`src/rtl/gpio_port_pkg.sv`:
```
package gpio_port_pkg;

  localparam int MAX_W = 64;

  typedef enum logic [1:0] {
    ADDR_DATA = 2'd0,
    ADDR_SET  = 2'd1,
    ADDR_CLR  = 2'd2,
    ADDR_DIR  = 2'd3
  } gpio_addr_e;

  // Map between register bit order and pin order; the mapping is its own inverse.
  function automatic logic [MAX_W-1:0] reorder(input logic [MAX_W-1:0] v,
                                               input int w, input bit mir);
    logic [MAX_W-1:0] r;
    r = '0;
    for (int i = 0; i < MAX_W; i++) begin
      if (i < w) r[i] = mir ? v[w-1-i] : v[i];
    end
    return r;
  endfunction

  // Next output latch value for an accepted write (pin order).
  function automatic logic [MAX_W-1:0] apply_write(input logic [MAX_W-1:0] cur,
                                                   input logic [MAX_W-1:0] val,
                                                   input logic [1:0] addr,
                                                   input bit has_clear);
    logic [MAX_W-1:0] r;
    case (addr)
      ADDR_DATA: r = val;
      ADDR_SET:  r = has_clear ? (cur | val) : val;
      ADDR_CLR:  r = has_clear ? (cur & ~val) : cur;
      default:   r = cur;
    endcase
    return r;
  endfunction

endpackage

```
`src/rtl/gpio_port_sync.sv`:
```
module gpio_port_sync #(
  parameter int W = 32
) (
  input  logic         clk,
  input  logic         rst_n,
  input  logic [W-1:0] async_in,
  output logic [W-1:0] sync_out
);
  logic [W-1:0] stage1_q;
  logic [W-1:0] stage2_q;

  always_ff @(posedge clk or negedge rst_n) begin
    if (!rst_n) begin
      stage1_q <= '0;
      stage2_q <= '0;
    end else begin
      stage1_q <= async_in;
      stage2_q <= stage1_q;
    end
  end

  assign sync_out = stage2_q;
endmodule

```
`src/rtl/gpio_port_regs.sv`:
```
module gpio_port_regs #(
  parameter int W              = 32,
  parameter bit DIR_ONE_IS_OUT = 1'b1,
  parameter bit HAS_CLEAR      = 1'b1
) (
  input  logic         clk,
  input  logic         rst_n,
  input  logic         out_wr,
  input  logic         dir_wr,
  input  logic [1:0]   wr_addr,
  input  logic [W-1:0] wr_pin,
  output logic [W-1:0] out_q,
  output logic [W-1:0] dir_q,
  output logic [W-1:0] oe
);
  import gpio_port_pkg::*;

  localparam logic [W-1:0] DIR_RST = DIR_ONE_IS_OUT ? '0 : '1;

  logic [W-1:0] out_next;

  always_comb begin
    out_next = W'(apply_write(MAX_W'(out_q), MAX_W'(wr_pin), wr_addr, HAS_CLEAR));
  end

  always_ff @(posedge clk or negedge rst_n) begin
    if (!rst_n) begin
      out_q <= '0;
      dir_q <= DIR_RST;
    end else begin
      if (out_wr) out_q <= out_next;
      if (dir_wr) dir_q <= wr_pin;
    end
  end

  generate
    if (DIR_ONE_IS_OUT) begin : g_dir_out
      assign oe = dir_q;
    end else begin : g_dir_in
      assign oe = ~dir_q;
    end
  endgenerate
endmodule

```
`src/rtl/gpio_port_readmux.sv`:
```
module gpio_port_readmux #(
  parameter int W      = 32,
  parameter bit MIRROR = 1'b0
) (
  input  logic [1:0]   rd_addr,
  input  logic [W-1:0] out_q,
  input  logic [W-1:0] dir_q,
  input  logic [W-1:0] oe,
  input  logic [W-1:0] in_sync,
  output logic [W-1:0] rdata
);
  import gpio_port_pkg::*;

  logic [W-1:0] pin_view;
  logic [W-1:0] sel_pin;

  assign pin_view = (oe & out_q) | (~oe & in_sync);

  always_comb begin
    case (rd_addr)
      ADDR_DATA: sel_pin = pin_view;
      ADDR_DIR:  sel_pin = dir_q;
      default:   sel_pin = out_q;
    endcase
    rdata = W'(reorder(MAX_W'(sel_pin), W, MIRROR));
  end
endmodule

```
`src/rtl/gpio_port_ctrl.sv`:
```
module gpio_port_ctrl #(
  parameter int WIDTH          = 32,
  parameter bit DIR_ONE_IS_OUT = 1'b1,
  parameter bit MIRROR         = 1'b0,
  parameter bit HAS_CLEAR      = 1'b1
) (
  input  logic             clk,
  input  logic             rst_n,
  input  logic [1:0]       bus_addr,
  input  logic             bus_we,
  input  logic [WIDTH-1:0] bus_wdata,
  output logic [WIDTH-1:0] bus_rdata,
  input  logic [WIDTH-1:0] pin_in,
  output logic [WIDTH-1:0] pin_out,
  output logic [WIDTH-1:0] pin_oe
);
  import gpio_port_pkg::*;

  // Named internal events
  logic             data_wr;
  logic             set_wr;
  logic             clr_wr;
  logic             dir_wr;
  logic             out_wr;
  logic [WIDTH-1:0] wr_pin;
  logic [WIDTH-1:0] out_q;
  logic [WIDTH-1:0] dir_q;
  logic [WIDTH-1:0] oe;
  logic [WIDTH-1:0] in_sync;

  assign data_wr = bus_we && (bus_addr == ADDR_DATA);
  assign set_wr  = bus_we && (bus_addr == ADDR_SET);
  assign clr_wr  = bus_we && (bus_addr == ADDR_CLR) && HAS_CLEAR;
  assign dir_wr  = bus_we && (bus_addr == ADDR_DIR);
  assign out_wr  = data_wr || set_wr || clr_wr;
  assign wr_pin  = WIDTH'(reorder(MAX_W'(bus_wdata), WIDTH, MIRROR));

  gpio_port_sync #(.W(WIDTH)) sync_i (
    .clk     (clk),
    .rst_n   (rst_n),
    .async_in(pin_in),
    .sync_out(in_sync)
  );

  gpio_port_regs #(
    .W             (WIDTH),
    .DIR_ONE_IS_OUT(DIR_ONE_IS_OUT),
    .HAS_CLEAR     (HAS_CLEAR)
  ) regs_i (
    .clk    (clk),
    .rst_n  (rst_n),
    .out_wr (out_wr),
    .dir_wr (dir_wr),
    .wr_addr(bus_addr),
    .wr_pin (wr_pin),
    .out_q  (out_q),
    .dir_q  (dir_q),
    .oe     (oe)
  );

  gpio_port_readmux #(.W(WIDTH), .MIRROR(MIRROR)) rmux_i (
    .rd_addr(bus_addr),
    .out_q  (out_q),
    .dir_q  (dir_q),
    .oe     (oe),
    .in_sync(in_sync),
    .rdata  (bus_rdata)
  );

  assign pin_out = out_q;
  assign pin_oe  = oe;
endmodule

```
`config.mk`:
```
export PLATFORM = sky130hd
export DESIGN_NAME = gpio_port_ctrl
export DESIGN_NICKNAME = d
export VERILOG_FILES = /design/src/rtl/gpio_port_pkg.sv /design/src/rtl/gpio_port_sync.sv /design/src/rtl/gpio_port_regs.sv /design/src/rtl/gpio_port_readmux.sv /design/src/rtl/gpio_port_ctrl.sv
export SDC_FILE = /design/constraint.sdc
export NUM_CORES = 1
export LEC_CHECK = 0
export BUFFER_PORTS_ARGS = -buffer_cell sky130_fd_sc_hd__buf_4
export CAP_MARGIN = 20
export CORE_AREA = 10 10 155 157
export CTS_CLUSTER_DIAMETER = 80
export DETAILED_ROUTE_END_ITERATION = 8
export DIE_AREA = 0 0 165 167
export SYNTH_ARGS = -nofsm -noshare
export SYNTH_HDL_FRONTEND = slang
export SYNTH_HIERARCHICAL = 1
export SYNTH_SLANG_ARGS = --single-unit
```
`constraint.sdc`:
```
create_clock -name clk -period 3 [get_ports clk]
set_input_delay 0.15 -clock clk [delete_from_list [all_inputs] [get_ports clk]]
set_output_delay 0.15 -clock clk [all_outputs]
set_load 0.005 [all_outputs]
```
==> results of run 1 <==
## per-layer routing
metal / routed length (microns) / global-route usage [%] / vias to the layer above
li1: - / - / 2091
met1: 7480 / 14.9 / 2278
met2: 9080 / 22.1 / 116
met3: 928 / 3.94 / 15
met4: 233 / 4.20 / 0
met5: 0 / 0 / -
## through the flow
step | util, % | setup slack (ps) | std cells | power [mW]
after floorplan | - | 1660 | 471 | 2.84
after global placement | 34.8 | 980 | 847 | 3.38
after detailed placement | 34.8 | 943 | 847 | 3.42
after CTS | 40.5 | 944 | 937 | 5.66
after global routing | 40.6 | 815 | 938 | 5.88
final | 40.6 | 926 | 938 | 5.57
## registers in the layout, summed over array words and instances, names as in the netlist
signal / count
regs_i/dir_q: 32
regs_i/out_q: 32
sync_i/stage1_q: 32
sync_i/sync_out: 32
## logic make-up after synthesis
family	count (synthesis)	share of synthesized area [%]
AND/OR/NAND/NOR	70	10.3
AO/OA/AOI/OAI	160	20.7
buffers and inverters	76	10.0
multiplexers	32	5.87
adder cells (fa/ha/maj)	5	1.02
flip-flops	128	52.1
## cells in the final DEF (no fill, tap or decap), drive strengths merged, types with 3 or more instances in the layout
master / n
o22ai: 31
bufinv: 3
clkbuf: 17
and4bb: 32
mux2: 32
dlygate4sd3: 60
ha: 5
inv: 11
a221o: 32
dfrtp: 128
nor2b: 33
a21oi: 63
clkinvlp: 4
buf: 172
a21o: 32
## timing repair
action,in CTS,in global routing
gates resized for setup,0,0
hold endpoints to repair,143,1
hold buffers,59,1
buffers inserted,0,0
## where the power goes
part           switching, mW  total, mW  internal [mW]
combinational          0.518       1.27          0.748
sequential             0.216       2.16           1.95
clock                  0.821       2.14           1.32
total                   1.56       5.57           4.02
## worst min path at each step
stage                             start                   to  depth (start not counted)
after floorplan                   rst_n      regs_i/dir_q[0]                          0
after global placement            rst_n  sync_i/stage1_q[23]                          1
after detailed placement          rst_n  sync_i/stage1_q[25]                          1
after CTS                 bus_wdata[19]     regs_i/dir_q[19]                          2
after global routing       bus_wdata[2]      regs_i/dir_q[2]                          2
final                      bus_wdata[2]      regs_i/dir_q[2]                          2
## cell type report
cell class | count | area [sq um] | share of cell area, %
Sequential cell | 128 | 3200 | 37.9
Multi-Input combinational cell | 267 | 2340 | 27.7
Timing Repair Buffer | 232 | 1930 | 22.9
Tap cell | 275 | 344 | 4.07
Clock buffer | 17 | 425 | 5.03
Inverter | 5 | 18.8 | 0.222
Clock inverter | 14 | 181 | 2.15
==> flow_metrics.tcl, run 1 <==
set metrics [dict create \
    status "finished, final reports clean" \
    path_cells "buf_4, inv_1, ha_2, buf_4, and4bb_2, a221o_1, buf_4" \
    clock_latency_ps 410 \
    crit_buf_inv 4 \
    avgSynthCellArea_sq_um 13.0 \
    r2r_end "regs_i/dir_q[5]" \
    max_cap_violations 0 \
    worst_pin_slew_ps 1020 \
    ys_seq_area_share_pct 52.1 \
    place_hpwl_microns 11500 \
    yosys.area.top_type "dfrtp_1" \
    finClkSkew_ps 5.61 \
    routed_wl_microns 17700 \
    clk_pin_slew_ps 60 \
    critical_path_arrival_ps 1920 \
    fillers 1982 \
    cp-end-kind "output pin" \
    grt_usage_pct 12.9 \
    cp_top_family "buffers and inverters" \
    cts_buffer_depth 2 \
    syn_to_final_growth_pct 37.6 \
    fp.coreArea_sq_um 20800 \
    fin_nets 725 \
    antenna_found_initial 0 \
    synth_async_sr_flop_share_pct 100 \
    total_leakage_power_nw 3.92 \
    wl_per_cell_microns 18.9 \
    place_area_sq_um 7240 \
    cellPowerDensity_nw_per_um2 659 \
    hp-class "in2reg" \
    peakVddDrop_mv 0.316 \
    viasPerCell 4.80 \
    tritoncts.num_buffers 17 \
    reg2reg_slack_ps 2160 \
    relSlewSlack_pct 32.1 \
    synthTopCellsByCount "dfrtp_1, a21oi_1, buf_4, nor2b_1" \
    reg2regPathDepth 1 \
    ys.flop_type "dfrtp_1" \
    cts_tree "done" \
    start_util_pct 29.5 \
    period_minus_slack_ps 2070 \
    antenna_left 0 \
    postSynthCellCount 471 \
    ys_warn_count 6 \
    drc 0 \
    r2r-start "regs_i/dir_q[5]" \
    worstSetupStartpoint "bus_addr[0]" \
    whs_ps 25.4 \
    synth_edf_count 0 \
    max_freq_mhz 482 \
    n_antenna_cell 0 \
    period_share_pct 69.1 \
    synthMostInstantiatedCell "dfrtp_1" \
    cts-root-buf "clkbuf_16" \
    synth_cell_type_count 28 \
    grt_overflow_total 0 \
    grt_pass1_vias 5128 \
    grt_max_degree 70 \
    drt_iter0_markers 168 \
    pin_count 165 \
    die_area_sq_um 27600 \
    drive_above_1_share_pct 41.2 \
    path_depth 7 \
    num_rows 53 \
    tns_ps 0 \
    yosys_register_bits 128 \
    portBuffers 164 \
    synth.area.top_cells "dfrtp_1, o22ai_2, and4bb_1" \
    synth_top_area_share_pct 52.1 \
    worst_ep_required_time_ps 2850 \
    rsz0062_at_grt "false" \
    die_h_microns 167 \
    gp_congestion 0.748 \
    syn-cell-area_sq_um 6140 \
    syn_nets 545 \
    die_w_microns 165 \
    grt_pass1_wl_microns 28400 \
    cpPeakStageDelay_ps 520 \
    drt_pass1_iterations 4 \
    cpMostUsedCell "buf_4" \
    crit_type "in2out" \
    finalHoldViolCount 0 \
    slew_violations 0 \
    num_vias 4500 \
    critPathSlowestCell "buf_4" \
    htreeDepth 4 \
    setup-violations-final 0 \
    path_max_fanout 64 \
    endpoint "bus_rdata[1]" \
    startpoint_type "primary input" \
    fin_area_sq_um 8450 \
    cts_sinks 128 \
]
Power figures use the tool's default switching activity.
==> run 2: changes to the inputs <==
==> constraint.sdc (replaced) <==
create_clock -name clk -period 2.06 [get_ports clk]
set_input_delay 0.103 -clock clk [delete_from_list [all_inputs] [get_ports clk]]
set_output_delay 0.103 -clock clk [all_outputs]
set_load 0.005 [all_outputs]
==> run 2 against run 1 <==
  * Combinational power rose by 49%
  * Setup slack got worse by 600 ps
  * First-iteration DRC count rose by 32%
  * Routed wire length rose by 0.65%
==> flow_metrics.tcl, run 2 (synthesis gave the netlist of run 1 again) <==
set metrics [dict create \
    tns_ps 0 \
    htreeDepth 4 \
    r2r-start "regs_i/dir_q[17]" \
    cts_sinks 128 \
    viasPerCell 4.76 \
    cp-end-kind "output pin" \
    grt_usage_pct 13.0 \
    grt_pass1_wl_microns 28500 \
    portBuffers 164 \
    grt_overflow_total 0 \
    reg2reg_slack_ps 1220 \
    pre_cts_slack_ps 338 \
    drt_iter0_markers 222 \
    start_util_pct 29.5 \
    path_max_fanout 28 \
    peakVddDrop_mv 0.459 \
    max_cap_violations 0 \
    worst_pin_slew_ps 428 \
    status "finished, final reports clean" \
    fin_nets 734 \
    period_share_pct 84.0 \
    gp_congestion 0.774 \
    antenna_left 0 \
    place_area_sq_um 7330 \
    dpl.cell_count 851 \
    drc 0 \
    crit_type "in2out" \
    die_w_microns 165 \
    cts_resized 0 \
    cts_tree "done" \
    final_cell_mix "buf_4, dfrtp_1, dlygate4sd3_1" \
    fin_area_sq_um 8600 \
    antenna_found_initial 0 \
    drive_above_1_share_pct 41.3 \
    finalHoldViolCount 0 \
    final_cells 948 \
    final_common_cell "buf_4" \
    grt_max_degree 69 \
    slew_violations 0 \
    pin_count 165 \
    num_rows 53 \
    cts_buffer_depth 2 \
    worst_ep_required_time_ps 1960 \
    r2r_end "regs_i/dir_q[17]" \
    setup-violations-final 0 \
    finClkSkew_ps 7.82 \
    die_area_sq_um 27600 \
    drt_pass1_iterations 4 \
    die_h_microns 167 \
    syn_to_final_growth_pct 40.1 \
    clock_latency_ps 410 \
    tritoncts.num_buffers 17 \
    routed_wl_microns 17800 \
    reg2regPathDepth 1 \
    relSlewSlack_pct 71.5 \
    num_vias 4515 \
    clk_pin_slew_ps 60 \
    startpoint_type "primary input" \
    critical_path_arrival_ps 1630 \
    fp.coreArea_sq_um 20800 \
    total_leakage_power_nw 3.99 \
    hp-class "in2async" \
    max_freq_mhz 578 \
    cts-root-buf "clkbuf_16" \
    n_antenna_cell 0 \
    place_hpwl_microns 11800 \
    rsz0062_at_grt "false" \
    fin_ws_ps 329 \
    grt_pass1_vias 5146 \
    wl_per_cell_microns 18.8 \
    cellPowerDensity_nw_per_um2 951 \
    whs_ps 143 \
    period_minus_slack_ps 1730 \
]
run 2: power by group:
part / switching (mW) / internal (mW) / leakage, nW
combinational: 0.771 / 1.12 / 2.19
sequential: 0.313 / 2.84 / 1.50
clock: 1.18 / 1.95 / 0.294
run 2: through the flow:
step	utilization, %	total power, mW
2_1_floorplan	-	4.13
3_3_place_gp	35.2	4.95
3_5_place_dp	35.2	5.01
4_1_cts	41.3	8.31
5_1_grt	41.3	8.61
6_report	41.3	8.18
run 2: area by class of cell:
cell class,instances,area (sq um)
repair buffers,241,2080
clock inverters,14,179
multi-input cells,267,2340
fillers,1961,12200
inverters,5,18.8
flip-flops and latches,128,3200
well taps,275,344
clock buffers,18,439
run 2: layer usage:
| layer | up-vias | global-route usage, % | share of wire [%] |
|---|---|---|---|
| met3 | 13 | 4.29 | 5.1 |
| li1 | 2114 | - | - |
| met4 | 0 | 3.85 | 1.2 |
| met5 | - | 0 | 0 |
| met2 | 107 | 21.5 | 50 |
| met1 | 2281 | 15.6 | 43 |
run 2: what timing repair did:
item,in CTS,in global routing
endpoints found under the hold margin,149,0
hold buffers,65,0
setup buffers,0,0
run 2: worst max-delay path by stage:
stage	from	end	slack, ps	depth (start not counted)
3_5_place_dp	bus_addr[1]	bus_rdata[11]	340	7
5_1_grt	bus_addr[0]	bus_rdata[16]	260	7
3_3_place_gp	bus_addr[0]	regs_i/out_q[19]	390	7
4_1_cts	bus_addr[1]	bus_rdata[11]	340	7
6_report	bus_addr[1]	bus_rdata[11]	330	7
2_1_floorplan	bus_addr[0]	bus_rdata[10]	810	6
run 2: critical path, cell delays in order:
cell and delay (ps):
buf_4 120, inv_1 50, ha_2 390, buf_4 300, and4bb_1 230, a221o_1 280, buf_4 140
==> run 3: changes to the inputs <==
==> constraint.sdc (replaced) <==
create_clock -name clk -period 1.6 [get_ports clk]
set_input_delay 0.08 -clock clk [delete_from_list [all_inputs] [get_ports clk]]
set_output_delay 0.08 -clock clk [all_outputs]
set_load 0.005 [all_outputs]
==> run 3 against run 2 <==
  * Flip-flop and latch count unchanged
  * Routed wire length is 2.1% higher
  * Clock skew up 2.2 ps
  * Cell area rose by 3.3%
  * Via count rose by 3.4%
  * Count of clock-buffer cells in the layout unchanged
  * Combinational power rose by 42%
  * Global-route usage decreased by 0.25 points
  * Register-to-register slack lost 550 ps
  * Cell count is 3.4% higher
  * Critical path depth shrank 4
==> flow_metrics.tcl, run 3 (synthesis gave the netlist of run 1 again) <==
set metrics [dict create \
    status "finished, final reports clean" \
    finish.utilization_pct 42.7 \
    reg2regPathDepth 2 \
    swShare_pct 28.2 \
    cpPeakStageDelay_ps 410 \
    grt_usage_pct 12.8 \
    worst_ep_required_time_ps 1520 \
    worstSetupStartpoint "regs_i/dir_q[28]" \
    final_common_cell "buf_4" \
    period_share_pct 98.3 \
    cts-root-buf "clkbuf_16" \
    clock_latency_ps 420 \
    wl_per_cell_microns 18.6 \
    rsz0062_at_grt "true" \
    cts_sinks 128 \
    finClkSkew_ps 9.97 \
    cts_buffer_depth 2 \
    reg2reg_slack_ps 670 \
    r2r-start "regs_i/dir_q[2]" \
    total_leakage_power_nw 4.15 \
    critical_path_arrival_ps 1490 \
    drive_above_1_share_pct 44.3 \
    drt_iter0_markers 245 \
    cts_tree "done" \
    max_cap_violations 0 \
    cp-end-kind "output pin" \
    routed_wl_microns 18200 \
    antenna_left 0 \
    worst_pin_slew_ps 335 \
    seq_power_share_pct 38.1 \
    path_max_fanout 5 \
    finalHoldViolCount 0 \
    switching_power_mw 2.99 \
    htreeDepth 4 \
    peakVddDrop_mv 0.600 \
    die_h_microns 167 \
    die_area_sq_um 27600 \
    final_cell_mix "buf_4, dfrtp_1, dlygate4sd3_1" \
    slew_violations 0 \
    path_cells "a21o_1, a221o_1, buf_4" \
    setup-violations-final 0 \
    place_hpwl_microns 11800 \
    drt_pass1_iterations 4 \
    grt_pass1_wl_microns 28000 \
    num_vias 4670 \
    antenna_found_initial 0 \
    grt_overflow_total 0 \
    gp_congestion 0.771 \
    start_util_pct 29.5 \
    tns_ps 0 \
    fp.coreArea_sq_um 20800 \
    syn_to_final_growth_pct 44.6 \
    cellPowerDensity_nw_per_um2 1190 \
    n_antenna_cell 0 \
    p_int_mw 7.60 \
    hp-class "in2async" \
    power_frac_clock_pct 36.4 \
    whs_ps 112 \
    r2r_end "regs_i/dir_q[2]" \
    crit_type "reg2out" \
    critPathSlowestCell "dfrtp_1" \
    tritoncts.num_buffers 17 \
    fin_nets 766 \
    drc 0 \
    viasPerCell 4.77 \
    portBuffers 164 \
    max_freq_mhz 636 \
    p_comb_share_pct 25.5 \
    relSlewSlack_pct 77.7 \
    grt_pass1_vias 5052 \
    startpoint_type "flip-flop" \
    pin_count 165 \
    grt_max_degree 65 \
    endpoint "bus_rdata[28]" \
    period_minus_slack_ps 1570 \
    die_w_microns 165 \
    clk_pin_slew_ps 60 \
    num_rows 53 \
]
-- run 3: changes by cell type in the layout (fill, tap and decap cells not counted) --
| cell | previous run | this run |
|---|---|---|
| ha_2 | 1 | 0 |
| clkinvlp_4 | 3 | 4 |
| ha_4 | 0 | 1 |
| buf_4 | 167 | 194 |
| buf_12 | 8 | 11 |
| dfrtp_2 | 0 | 3 |
| buf_6 | 1 | 2 |
| clkbuf_16 | 17 | 18 |
| clkbuf_8 | 1 | 0 |
| dfrtp_1 | 128 | 125 |
| clkbuf_1 | 0 | 1 |
| bufinv_16 | 3 | 2 |
-- run 3: what timing repair did --
item,4_1_cts,5_1_grt
hold buffers,65,0
resized for setup,0,5
hold endpoints to repair,224,0
cloned,0,1
endpoints found under the setup margin,3,20
setup buffers,4,19
pin swaps,0,7
-- run 3: area by class of cell --
type	instances	area [sq um]
clock inverters	14	156
clock buffers	18	429
fillers	1945	11900
well taps	275	344
repair buffers	273	2370
inverters	5	18.8
flip-flops and latches	128	3210
multi-input cells	267	2350
-- run 3: worst min-delay path by stage --
| stage | end | slack (ps) | cells after the start |
|---|---|---|---|
| after detailed placement | sync_i/sync_out[23] | 0.8 | 1 |
| final | sync_i/sync_out[23] | 110 | 2 |
| after global routing | sync_i/sync_out[23] | 150 | 2 |
| after CTS | sync_i/sync_out[23] | 120 | 2 |
| after floorplan | regs_i/dir_q[0] | -220 | 0 |
| after global placement | sync_i/sync_out[25] | -2 | 1 |
-- run 3: critical path, delay by kind of cell, from the launching register on --
kind,cells,cell delay [ps]
AO/OA/AOI/OAI,2,520
flip-flops,1,410
buffers and inverters,1,150
-- run 3: power groups by stage --
stage / clock [mW] / sequential [mW] / combinational [mW]
floorplan: 0 / 3.95 / 1.37
CTS: 3.96 / 4.05 / 2.55
global placement: 0 / 4.08 / 2.33
detailed placement: 0 / 4.11 / 2.38
finish: 3.86 / 4.03 / 2.69
global route: 4.09 / 4.10 / 2.92
-- run 3: per-layer routing --
metal / part of all wire [%] / up-vias / track usage (%)
li1: - / 2172 / -
met1: 43 / 2350 / 15.3
met2: 50 / 127 / 20.9
met3: 5.0 / 21 / 3.13
met4: 2.0 / 0 / 5.97
met5: 0 / - / 0
-- run 3: through the flow --
stage,power (mW),std cells,cell area [sq um],setup WS [ps]
6_report,10.6,980,8880,27.5
5_1_grt,11.1,980,8880,-36.1
3_5_place_dp,6.49,859,7430,17.4
2_1_floorplan,5.32,471,6140,401
3_3_place_gp,6.41,859,7430,49.5
4_1_cts,10.6,960,8700,1.38
